`src/rtl/hpi_pkg.sv`:
```
// Package: shared configuration type and mode decode for the host port.
// Assumes mode_sel is static while accesses are in progress.
package hpi_pkg;

    typedef struct packed {
        logic valid;   // a recognised code
        logic is68;    // enable + read/not-write style
        logic wide;    // 16-bit bus
    } bus_cfg_t;

    // Maps the three mode pins onto a bus configuration.
    function automatic bus_cfg_t decode_cfg(input logic [2:0] m);
        bus_cfg_t c;
        c = '0;
        case (m)
            3'b111:  c = '{valid: 1'b1, is68: 1'b0, wide: 1'b1};
            3'b110:  c = '{valid: 1'b1, is68: 1'b0, wide: 1'b0};
            3'b100:  c = '{valid: 1'b1, is68: 1'b1, wide: 1'b1};
            3'b011:  c = '{valid: 1'b1, is68: 1'b1, wide: 1'b0};
            default: c = '0;
        endcase
        return c;
    endfunction

endpackage

```
`src/rtl/hpi_sync.sv`:
```
// Module: multi-stage synchronizer for a vector of asynchronous levels.
// Assumes each bit is an independent level; no bus coherency is implied.
module hpi_sync #(
    parameter int          W      = 3,
    parameter int          STAGES = 2,
    parameter logic [W-1:0] RST   = '1
) (
    input  logic         clk,
    input  logic         rst_n,
    input  logic [W-1:0] d,
    output logic [W-1:0] q
);
    logic [W-1:0] stg [STAGES];

    // Shift the asynchronous levels through the flop chain.
    always_ff @(posedge clk) begin
        if (!rst_n) begin
            for (int i = 0; i < STAGES; i++) stg[i] <= RST;
        end else begin
            stg[0] <= d;
            for (int i = 1; i < STAGES; i++) stg[i] <= stg[i-1];
        end
    end

    assign q = stg[STAGES-1];
endmodule

```
`src/rtl/hpi_detect.sv`:
```
// Module: turns synchronized strobes into write-end and read-start pulses.
// Assumes inputs are already synchronized; output pulses are combinational
// from the last synchronizer stage and one history register.
module hpi_detect (
    input  logic clk,
    input  logic rst_n,
    input  logic valid,
    input  logic is68,
    input  logic cs_s,
    input  logic rde_s,
    input  logic wrrw_s,
    output logic wr_done,
    output logic rd_begin
);
    logic rd_act, wr_act, rd_g, wr_g;
    logic rd_prev, wr_prev;

    // Interpret the two strobe pins according to bus style.
    always_comb begin
        if (is68) begin
            rd_act = rde_s & wrrw_s;
            wr_act = rde_s & ~wrrw_s;
        end else begin
            rd_act = ~rde_s;
            wr_act = ~wrrw_s;
        end
        rd_g = valid & ~cs_s & rd_act;
        wr_g = valid & ~cs_s & wr_act;
    end

    // Remember last cycle's gated activity for edge detection.
    always_ff @(posedge clk) begin
        if (!rst_n) begin
            rd_prev <= 1'b0;
            wr_prev <= 1'b0;
        end else begin
            rd_prev <= rd_g;
            wr_prev <= wr_g;
        end
    end

    assign rd_begin = rd_g & ~rd_prev;
    assign wr_done  = valid & ~cs_s & wr_prev & ~wr_act;
endmodule

```
`src/rtl/hpi_holder.sv`:
```
// Module: holding register shared by writes and pipelined memory reads.
// Assumes a0 and data_in are stable when wr_done/rd_begin pulse and that
// rd_data is valid during the cycle rd_req is high.
module hpi_holder #(
    parameter int DW = 16,
    parameter int LW = 8
) (
    input  logic          clk,
    input  logic          rst_n,
    input  logic          wide,
    input  logic          wr_done,
    input  logic          rd_begin,
    input  logic          a0,
    input  logic [DW-1:0] data_in,
    input  logic [LW-1:0] status_in,
    input  logic [DW-1:0] rd_data,
    output logic          wr_stb,
    output logic          wr_cmd,
    output logic [DW-1:0] wr_data,
    output logic          rd_req,
    output logic [DW-1:0] rd_out
);
    logic [DW-1:0] hold_q;
    logic          commit_q;
    logic          cmd_q;
    logic [DW-1:0] din_m;

    // Mask the upper lanes in narrow modes.
    assign din_m = wide ? data_in : {{(DW-LW){1'b0}}, data_in[LW-1:0]};

    // Holding register: refill from memory, else capture a write.
    always_ff @(posedge clk) begin
        if (!rst_n) begin
            hold_q <= '0;
        end else if (rd_req) begin
            hold_q <= rd_data;
        end else if (wr_done) begin
            hold_q <= din_m;
        end
    end

    // Pending commit flag and its command qualifier.
    always_ff @(posedge clk) begin
        if (!rst_n) begin
            commit_q <= 1'b0;
            cmd_q    <= 1'b0;
        end else begin
            commit_q <= wr_done;
            if (wr_done) cmd_q <= ~a0;
        end
    end

    // Commit the parked write to the core one cycle after capture.
    always_ff @(posedge clk) begin
        if (!rst_n) begin
            wr_stb  <= 1'b0;
            wr_cmd  <= 1'b0;
            wr_data <= '0;
        end else begin
            wr_stb <= commit_q;
            if (commit_q) begin
                wr_cmd  <= cmd_q;
                wr_data <= hold_q;
            end
        end
    end

    // Read launch: present held word or status and request the next word.
    always_ff @(posedge clk) begin
        if (!rst_n) begin
            rd_req <= 1'b0;
            rd_out <= '0;
        end else begin
            rd_req <= rd_begin & a0;
            if (rd_begin) begin
                rd_out <= a0 ? hold_q : {{(DW-LW){1'b0}}, status_in};
            end
        end
    end
endmodule

```
`src/rtl/hpi_top.sv`:
```
// Module: dual-style parallel host port top level.
// Assumes mode_sel is static, the host holds a0/data_in for three clocks
// after a write strobe ends, and pads combine data_out/data_oe/data_in.
module hpi_top
    import hpi_pkg::*;
#(
    parameter int DW          = 16,
    parameter int LW          = 8,
    parameter int SYNC_STAGES = 2,
    localparam int LANES      = DW / LW
) (
    input  logic             clk,
    input  logic             rst_n,
    input  logic [2:0]       mode_sel,
    input  logic             cs_n,
    input  logic             a0,
    input  logic             rd_e,
    input  logic             wr_rw,
    input  logic [DW-1:0]    data_in,
    output logic [DW-1:0]    data_out,
    output logic [LANES-1:0] data_oe,
    input  logic [LW-1:0]    status_in,
    output logic             wr_stb,
    output logic             wr_cmd,
    output logic [DW-1:0]    wr_data,
    output logic             rd_req,
    input  logic [DW-1:0]    rd_data
);
    bus_cfg_t   cfg;
    logic [2:0] sync_q;
    logic       wr_done, rd_begin, rd_raw, oe_base;

    assign cfg = decode_cfg(mode_sel);

    hpi_sync #(.W(3), .STAGES(SYNC_STAGES), .RST(3'b111)) u_sync (
        .clk   (clk),
        .rst_n (rst_n),
        .d     ({cs_n, rd_e, wr_rw}),
        .q     (sync_q)
    );

    hpi_detect u_det (
        .clk      (clk),
        .rst_n    (rst_n),
        .valid    (cfg.valid),
        .is68     (cfg.is68),
        .cs_s     (sync_q[2]),
        .rde_s    (sync_q[1]),
        .wrrw_s   (sync_q[0]),
        .wr_done  (wr_done),
        .rd_begin (rd_begin)
    );

    hpi_holder #(.DW(DW), .LW(LW)) u_hold (
        .clk       (clk),
        .rst_n     (rst_n),
        .wide      (cfg.wide),
        .wr_done   (wr_done),
        .rd_begin  (rd_begin),
        .a0        (a0),
        .data_in   (data_in),
        .status_in (status_in),
        .rd_data   (rd_data),
        .wr_stb    (wr_stb),
        .wr_cmd    (wr_cmd),
        .wr_data   (wr_data),
        .rd_req    (rd_req),
        .rd_out    (data_out)
    );

    // Raw read condition drives the pads without synchronizer delay.
    always_comb begin
        rd_raw  = cfg.is68 ? (rd_e & wr_rw) : ~rd_e;
        oe_base = cfg.valid & ~cs_n & rd_raw;
    end

    // Lane 0 always follows the read; upper lanes only in wide modes.
    for (genvar g = 0; g < LANES; g++) begin : g_lane
        if (g == 0) begin : g_low
            assign data_oe[g] = oe_base;
        end else begin : g_up
            assign data_oe[g] = oe_base & cfg.wide;
        end
    end
endmodule

```
`config.mk`:
```
export PLATFORM = sky130hd
export DESIGN_NAME = hpi_top
export DESIGN_NICKNAME = d
export VERILOG_FILES = /design/src/rtl/hpi_pkg.sv /design/src/rtl/hpi_sync.sv /design/src/rtl/hpi_detect.sv /design/src/rtl/hpi_holder.sv /design/src/rtl/hpi_top.sv
export SDC_FILE = /design/constraint.sdc
export NUM_CORES = 1
export LEC_CHECK = 0
export BUFFER_PORTS_ARGS = -buffer_cell sky130_fd_sc_hd__buf_2
export CORE_UTILIZATION = 50
export CTS_CLUSTER_DIAMETER = 200
export DETAILED_ROUTE_END_ITERATION = 8
export GPL_TIMING_DRIVEN = 1
export PLACE_DENSITY = 0.76
export SETUP_SLACK_MARGIN = 0.05
export SYNTH_ARGS = -nofsm -noshare
export SYNTH_HDL_FRONTEND = slang
export SYNTH_SLANG_ARGS = --single-unit
```
`constraint.sdc`:
```
create_clock -name clk -period 2.4 [get_ports clk]
set_clock_uncertainty 0.05 [all_clocks]
set_input_delay 0.12 -clock clk [delete_from_list [all_inputs] [get_ports clk]]
set_output_delay 0.12 -clock clk [all_outputs]
set_load 0.05 [all_outputs]
```
==> implementation parameters <==
Parameter                              Value

Run status
  Outcome ... complete, no violations

Timing
  Worst slack on hold paths ... 50.3 ps
  Final worst-path cycle share ... 81.4%
  Achievable clock frequency ... 512 MHz
  Setup Viol. Count Final ... 0
  Count of pins over their slew limit ... 0
  Final hold violations ... 0
  Pin slew with the least headroom to its limit ... 747 ps
  RSZ-0062 raised after global routing ... false
  Sum of negative setup slack ... 0 ps
  Remaining max-slew budget at the tightest pin ... 49.9%
  Clock period minus worst slack ... 1950 ps

Synth
  Cell count after synthesis ... 261
  Nets in the synthesized netlist ... 310
  Count of different cell masters after synthesis ... 29
  Area leader, netlist ... sky130_fd_sc_hd__dfxtp_1
  Number of enable-type register cells in the synthesized netlist ... 0
  Proportion of register bits with asynchronous set or reset after synthesis ... 0%
  Post-Synthesis Cell Area ... 0.00264 mm2
  Sequential fraction of the synthesis area ... 46.3%
  Syn_area_per_cell ... 10.1 um2
  Portion of synthesized cell area occupied by the leading cell type ... 46.3%
  Top flip-flop cell by instance count after synthesis ... sky130_fd_sc_hd__dfxtp_1
  Number of warning messages in the yosys log ... 0
  Register bit total from synthesis ... 61
  Top area cells in the synthesized netlist ... sky130_fd_sc_hd__dfxtp_1 46%, sky130_fd_sc_hd__mux2i_1 16%, sky130_fd_sc_hd__o211a_1 6.1%

Clocking
  CTS Buf Count ... 9
  Skew-Pair Late Insertion Delay ... 330 ps
  Post-CTS setup buffers ... 0
  Clock tree from TritonCTS ... built
  Root buffer selected by CTS ... sky130_fd_sc_hd__clkbuf_8
  Sinks on the clock net ... 61
  CTS H-tree depth ... 3
  Max clock buf depth ... 2
  CTS clk-pin slew, worst paths ... 60 ps

Worst setup path
  Cell type of the slowest stage on the worst timing path ... sky130_fd_sc_hd__dlygate4sd3_1
  Critical path class ... input port to output pin
  Peak per-stage delay on the critical path ... 540 ps
  Cell type with the highest occurrence count on the critical path ... sky130_fd_sc_hd__buf_2
  Worst setup SP type ... input port
  Cells traversed along the worst timing path ... dlygate4sd3_1 -> buf_2 -> nor4bb_1 -> o21ai_0 -> a21oi_1 -> and3_1 -> buf_2
  Required @ worst endpoint ... 2230 ps
  Number of cells on the worst reg-to-reg path ... 5
  Critical Path End Type ... output pin
  Signal arrival time at the worst endpoint ... 1780 ps
  Max FO, Critical Path ... 3

Floorplan
  Area enclosed by the die boundary ... 0.00557 mm2
  Vert. Die Dim ... 74.6 um
  Floorplan row count ... 26
  Horiz. Die Dim ... 74.6 um
  Top-level port count ... 86
  Initial Util ... 51.6%
  Core Area ... 0.00511 mm2

Routing
  Routed Antenna Nets ... 0
  Router iterations before antenna repair ... 4
  DRT iter0 DRCs ... 181
  Final wirelength ... 6.02 mm
  DRC violations left ... 0
  Average wire per standard cell ... 14.4 um
  Vias per inst ... 5.30
  Total via count after detailed routing ... 2221

Global route
  Number of global-route vias before repair ... 2106
  Pin count of the biggest net entering global routing ... 37
  Overall track demand over capacity in global routing ... 23.3%
  Initial antenna violation count ... 0
  Global-route wire length before repair ... 9.63 mm
  Remaining Overflow, GRT ... 0

Finish
  Area Overhead vs Synth ... 25.4%
  Area of combinational cells with multiple inputs ... 0.00131 mm2
  Area occupied by registers ... 0.00122 mm2
  Filler cell count ... 435
  # nets final ... 394
  Antenna diodes ... 0
  Most common cell after layout, fill and taps aside ... sky130_fd_sc_hd__buf_2
  Share of cells above drive strength 1 ... 30.7%
  Leading cell types in the layout, fill and taps excluded ... 85 x sky130_fd_sc_hd__buf_2, 61 x sky130_fd_sc_hd__dfxtp_1, 43 x sky130_fd_sc_hd__mux2i_1

Pwr
  Static power due to leakage ... 0.00151 uW
  Power density over the cells ... 605 mW/mm2
  Worst IR drop on VDD ... 0.000327 V

Placement
  # port buffers ... 85
  Detail Placement HPWL ... 4.18 mm
  Routability-driven placement congestion ratio ... 0.775

Hold path
  Worst min-delay path category ... input port to register
  Worst hold path depth ... 3

Flow run
  Reported max-cap violation count ... 0
[where the power goes]
part           internal, uW  switching [uW]  total, uW  leakage, uW
Sequential             1020            5.63       1030     0.000493
Combinational          68.6            80.0        149     0.000921
Clock                   453             372        825    0.0000926
[logic make-up (layout without fill, tap and decap cells)]
family          Yosys count  count (layout)  synth area share [%]
xor+xnor                  1               1                 0.332
flops                    61              61                  46.3
simple gates             96              96                  20.3
mux                      43              43                  16.3
compound gates           38              38                  12.3
buf+inv                  22             110                  4.41
[critical path: cells and delay by family]
kind,cells,cell delay (ps)
buffers and inverters,3,940
AND/OR/NAND/NOR,2,430
AO/OA/AOI/OAI,2,290
[cell type report]
type | instances | share of cell area [%]
sequential | 61 | 36.9
clock buffer | 14 | 5.22
multi-input combinational | 178 | 39.7
clock inverter | 1 | 0.151
tap | 70 | 2.65
timing repair buffer | 95 | 15.4
[Yosys cell counts (3+ instances only)]
cell / number
sky130_fd_sc_hd__nand2_1: 25
sky130_fd_sc_hd__clkbuf_1: 12
sky130_fd_sc_hd__dfxtp_1: 61
sky130_fd_sc_hd__buf_6: 3
sky130_fd_sc_hd__o211ai_1: 8
sky130_fd_sc_hd__nand3_1: 18
sky130_fd_sc_hd__o211a_1: 16
sky130_fd_sc_hd__nor2b_1: 21
sky130_fd_sc_hd__and2_1: 4
sky130_fd_sc_hd__nor4bb_1: 3
sky130_fd_sc_hd__a32oi_1: 8
sky130_fd_sc_hd__nand2b_1: 17
sky130_fd_sc_hd__buf_2: 3
sky130_fd_sc_hd__mux2i_1: 43
[metal layers]
layer / global-route usage (%) / vias up / part of all wire [%]
met2: 37.6 / 64 / 48
met5: 0 / - / 0
met3: 4.69 / 6 / 4.4
met4: 9.85 / 0 / 1.1
met1: 30.4 / 1055 / 46
li1: - / 1096 / -
[worst paths after layout]
path	to	start	slack [ps]
min reg2reg	u_sync.stg[0][5]	u_sync.stg[0][2]	360
min	u_hold.rd_out[5]	status_in[5]	50
max reg2reg	u_hold.rd_out[6]	u_sync.stg[0][3]	550
max	data_oe[1]	wr_rw	450
[per-stage QoR]
stage / instance area, um2 / util [%] / worst slack, ps / std cells / power (uW)
global route: 3310 / 64.7 / 325 / 419 / 2070
finish: 3310 / 64.7 / 446 / 419 / 2000
floorplan: 2640 / - / 361 / 261 / 1130
CTS: 3310 / 64.7 / 522 / 419 / 2010
global placement: 3100 / 60.7 / 641 / 401 / 1190
detailed placement: 3100 / 60.7 / 551 / 401 / 1190
[what timing repair did]
item | in CTS | in global routing
endpoints found under the hold margin | 3 | 0
gates resized for setup | 0 | 0
endpoints found under the setup margin | 0 | 0
hold buffers | 3 | 0
[sequential cells by signal (all words and copies together), names as in the netlist]
name,flops
u_hold.hold_q,16
u_sync.stg,6
u_hold.commit_q,1
u_hold.wr_stb,1
u_hold.cmd_q,1
u_det.wr_prev,1
u_hold.wr_data,16
u_hold.rd_out,16
u_hold.wr_cmd,1
u_det.rd_prev,1
u_hold.rd_req,1
No activity file was read; power rests on OpenSTA's default activity.
